## src/rtl/ioreg_decoder.sv

```systemverilog
module ioreg_decoder #(
  parameter int NLO = 4,
  parameter int NHI = 2,
  parameter int NEXT = 4,
  parameter logic [5:0] FLAG_ADDR = 6'h02,
  parameter logic [7:0] FLAG_MASK = 8'h0F,
  parameter logic [7:0] RSV_MASK = 8'h80
) (
  input  logic       clk,
  input  logic       rst_n,
  input  logic [2:0] cmd,
  input  logic [7:0] addr,
  input  logic [2:0] bit_sel,
  input  logic [7:0] wdata,
  input  logic [7:0] flag_set,
  output logic [7:0] rdata,
  output logic       bit_val,
  output logic       err
);
  localparam int NTOT = NLO + NHI + NEXT;
  localparam int IW = (NTOT > 1) ? $clog2(NTOT) : 1;
  localparam int FIDX = (FLAG_ADDR < 6'h20) ? int'(FLAG_ADDR) : NLO + int'(FLAG_ADDR) - 32;
  localparam logic [2:0] PRD = 3'd1, PWR = 3'd2, MRD = 3'd3, MWR = 3'd4,
                         BSET = 3'd5, BCLR = 3'd6, BTST = 3'd7;

  logic [NTOT-1:0][7:0] regs, nxt;
  logic [IW-1:0] idx;
  logic hit;
  logic [7:0] mask, val;

  wire bit_cmd  = cmd >= BSET;
  wire port_cmd = (cmd == PRD) || (cmd == PWR) || bit_cmd;
  wire [7:0] da = port_cmd ? ({2'b00, addr[5:0]} + 8'h20) : addr;
  wire bit_ok   = bit_cmd && !addr[5];
  wire wr       = hit && ((cmd == PWR) || (cmd == MWR) || (bit_ok && cmd != BTST));

  always_comb begin
    hit = 1'b0;
    idx = '0;
    if (int'(da) >= 32 && int'(da) < 32 + NLO) begin
      hit = 1'b1;
      idx = IW'(int'(da) - 32);
    end else if (int'(da) >= 64 && int'(da) < 64 + NHI) begin
      hit = 1'b1;
      idx = IW'(NLO + int'(da) - 64);
    end else if (int'(da) >= 96 && int'(da) < 96 + NEXT) begin
      hit = 1'b1;
      idx = IW'(NLO + NHI + int'(da) - 96);
    end
  end

  assign err     = bit_cmd && addr[5];
  assign rdata   = (hit && (cmd == PRD || cmd == MRD)) ? regs[idx] : 8'h00;
  assign bit_val = hit && (cmd == BTST) && !addr[5] && regs[idx][bit_sel];
  assign mask    = (cmd == BSET || cmd == BCLR) ? (8'h01 << bit_sel) : 8'hFF;
  assign val     = (cmd == BCLR) ? 8'h00 : (cmd == BSET) ? 8'hFF : wdata;

  always_comb begin
    for (int i = 0; i < NTOT; i++) begin
      logic [7:0] fm;
      fm = (i == FIDX) ? FLAG_MASK : 8'h00;
      nxt[i] = regs[i];
      if (wr && idx == IW'(i))
        nxt[i] = (((regs[i] & ~mask) | (val & mask)) & ~fm) | (regs[i] & ~(mask & val) & fm);
      nxt[i] = (nxt[i] | (flag_set & fm)) & ~RSV_MASK;
    end
  end

  always_ff @(posedge clk) begin
    if (!rst_n) regs <= '0;
    else        regs <= nxt;
  end
endmodule

```

## config.mk

```make
export PLATFORM = sky130hd
export DESIGN_NAME = ioreg_decoder
export DESIGN_NICKNAME = d
export VERILOG_FILES = /design/src/rtl/ioreg_decoder.sv
export SDC_FILE = /design/constraint.sdc
export NUM_CORES = 1
export LEC_CHECK = 0
export BUFFER_PORTS_ARGS = -buffer_cell sky130_fd_sc_hd__buf_4
export CAP_MARGIN = 10
export CORE_MARGIN = 5
export CORE_UTILIZATION = 40
export DETAILED_ROUTE_END_ITERATION = 16
export SYNTH_ARGS = -nofsm -noshare
export SYNTH_HDL_FRONTEND = slang
export SYNTH_SLANG_ARGS = --single-unit
```

## constraint.sdc

```tcl
create_clock -name clk -period 5.65 [get_ports clk]
set_clock_uncertainty 0.2 [all_clocks]
set_input_delay 1.13 -clock clk [delete_from_list [all_inputs] [get_ports clk]]
set_output_delay 1.13 -clock clk [all_outputs]
set_load 0.005 [all_outputs]
```

==> summary.md <==
| Metric | Value |
|---|---|
| Slew Viols, Final | `0` |
| Headroom to the max-slew limit | `24.4%` |
| Clk slew on worst S/H paths | `0.08 ns` |
| Residual DRC | `0` |
| Initial drt markers | `484` |
| YS warnings | `0` |
| Post-CTS setup buffer count | `0` |
| Crit path from | `addr[1]` |
| Final wirelength | `14700 um` |
| Area Overhead vs Synth | `14.8%` |
| Synth Area per Inst | `8.13 um^2` |
| CP endpoint kind | `primary output` |
| Clock sink count | `70` |
| Worst VDD drop | `0.146 mV` |
| Crit path cell chain | `buf_4, inv_1, ha_1, nor2b_1, xnor2_1, a22o_1, nor2_1, nand2_1, o211ai_1, a221oi_1, a211oi_2, buf_4` |
| Fillcell total | `1057` |
| Run status | `finished, final reports clean` |
| Post-route clock period utilization | `91.2%` |
| RSZ-0062 raised after global routing | `false` |
| Die span in y | `114 um` |
| Min Tclk post-route | `5.15 ns` |
| Max Root-Sink Buffers | `2` |
| Clock Latency Late Sink | `0.35 ns` |
| Power Dens Cells | `231 nW/um^2` |
| Hold Crit Class | `reg -> reg` |
| CTS tree | `yes` |
| Core Area | `10700 um^2` |
| Via count | `4354` |
| Worst-margin pin slew | `1.13 ns` |
| Nets | `596` |
| First-pass GRT wire length | `23200 um` |
| Post-synth EDFFs | `0` |
| Area contributors post-synth | `dfxtp_1, nor2_1, mux2i_1` |
| Gr ovfl total | `0` |
| Synth top area share | `32.4%` |
| Top FF cell, synth | `dfxtp_1` |
| IO Pins | `42` |
| CP max stage cell | `nor2_1` |
| Largest net degree at the start of global routing | `71` |
| Final Hold Viols | `0` |
| Count leader, synth | `nor2_1` |
| Antenna violations before repair | `0` |
| I/O Buffers | `35` |
| Crit path largest cell delay | `0.41 ns` |
| Initial Util | `40.4%` |
| Post-synthesis sequential area ratio | `32.4%` |
| Synth cell types | `63` |
| Ys async rst share | `0%` |
| Leading area contributor after synthesis | `dfxtp_1` |
| FMAX | `0.194 GHz` |
| Max Cap Viol | `0` |
| All-layer global routing usage | `22.8%` |
| Cts hold-fix bufs | `0` |
| Top cells by count, synth | `nor2_1, dfxtp_1, o21ai_0` |
| PnR worst setup slack | `0.500 ns` |
| Mapped cell area | `4330 um^2` |
| Number of global-route vias before repair | `4121` |
| # H-tree levels | `3` |
| Total CTS buffers | `9` |
| Crit-path most repeated cell | `buf_4` |
| CP required | `4.32 ns` |
| Die ar. | `13000 um^2` |
| Wire length per cell | `20.9 um` |
| Root Buffer | `clkbuf_8` |
| Ant. Diodes | `0` |
| Share of layout cells above drive strength 1 | `19.3%` |
| Syn nets | `567` |
| Post-CTS Resized | `0` |
| Worst Setup Start Kind | `input pin` |
| LEAKAGE | `1.72 nW` |
| Flops & latches, synth | `70` |
| Setup tns final | `0 ns` |
| Post-DRT Antenna Nets | `0` |
| Crit-path max FO | `8` |
| # rows | `38` |
| Placed cell area | `4720 um^2` |
| Gpl congestion | `0.970` |
| # setup viols final | `0` |
| Worst setup path class | `in -> out` |
| Worst EP arrival | `3.82 ns` |
| Drt pass-1 iters | `5` |
| Horiz. Die Dim | `114 um` |
| Via/cell ratio | `6.18` |
| DP Wirelength | `10300 um` |
| Design area | `4960 um^2` |
| DP Worst Slack | `0.571 ns` |
| Post-Syn Instances | `532` |
## critical path: cells and delay by family
kind | cells | cell delay [ns]
buffers and inverters | 3 | 0.38
xor gates and xnor gates | 1 | 0.08
AOI/OAI and AO/OA | 4 | 1.09
and+or+nand+nor | 3 | 0.91
adders and majority gates | 1 | 0.20
## per-stage QoR
| stage | std cells | power (mW) | utilization, % | hold WS, ns |
|---|---|---|---|---|
| after detailed placement | 690 | 0.650 | 44.1 | 0.254 |
| after global placement | 690 | 0.648 | 44.1 | 0.245 |
| final | 705 | 1.15 | 46.4 | 0.271 |
| after floorplan | 532 | 0.597 | - | 0.231 |
| after CTS | 705 | 1.15 | 46.4 | 0.273 |
| after global routing | 705 | 1.19 | 46.4 | 0.294 |
## final timing paths
check / endpoint / slack, ns / cells past startpoint
worst max-delay path: bit_val / 0.50 / 12
worst min-delay path: register / 0.27 / 2
worst max register to register: register / 4.72 / 2
worst min register to register: register / 0.27 / 2
## per-layer routing
metal	share of wire, %	GRT usage, %
met1	44	30.4
met2	45	35.6
met3	7.7	5.04
met4	3.5	9.18
met5	0	0
## where the power goes
part	internal [mW]	leakage [nW]	switching, mW
sequential	0.495	0.565	0.00117
combinational	0.0481	1.03	0.0972
clock	0.305	0.119	0.199
## layout by cell type (no fill, tap or decap), types with 7 or more instances in the layout
cell,count
nor2b_1,21
nand2_1,23
clkbuf_8,10
nand4_1,12
o21ai_1,7
nand3_1,25
a21o_1,9
a21boi_0,20
o21ai_0,42
o21a_1,10
inv_1,17
o221a_2,12
mux2i_1,23
buf_4,47
a21oi_1,38
nor2_1,71
dfxtp_1,70
o211ai_1,15
mux2_2,11
o311ai_0,11
## kinds of logic after synthesis
group,count (synthesis),share of synthesized area [%]
compound gates,198,32.5
xor+xnor,2,0.405
other cells,1,0.0867
mux,35,8.53
fa+ha+maj,3,0.868
buf+inv,48,5.09
simple gates,175,20.1
flops,70,32.4
## area by class of cell
type	count	area [um^2]	share of cell area (%)
Multi-Input combinational cell	414	2700	54.5
Clock buffer	10	138	2.77
Clock inverter	5	106	2.14
Tap cell	140	175	3.53
Inverter	18	67.6	1.36
Timing Repair Buffer	48	373	7.51
Sequential cell	70	1400	28.2
No activity file was read; power rests on OpenSTA's default activity.
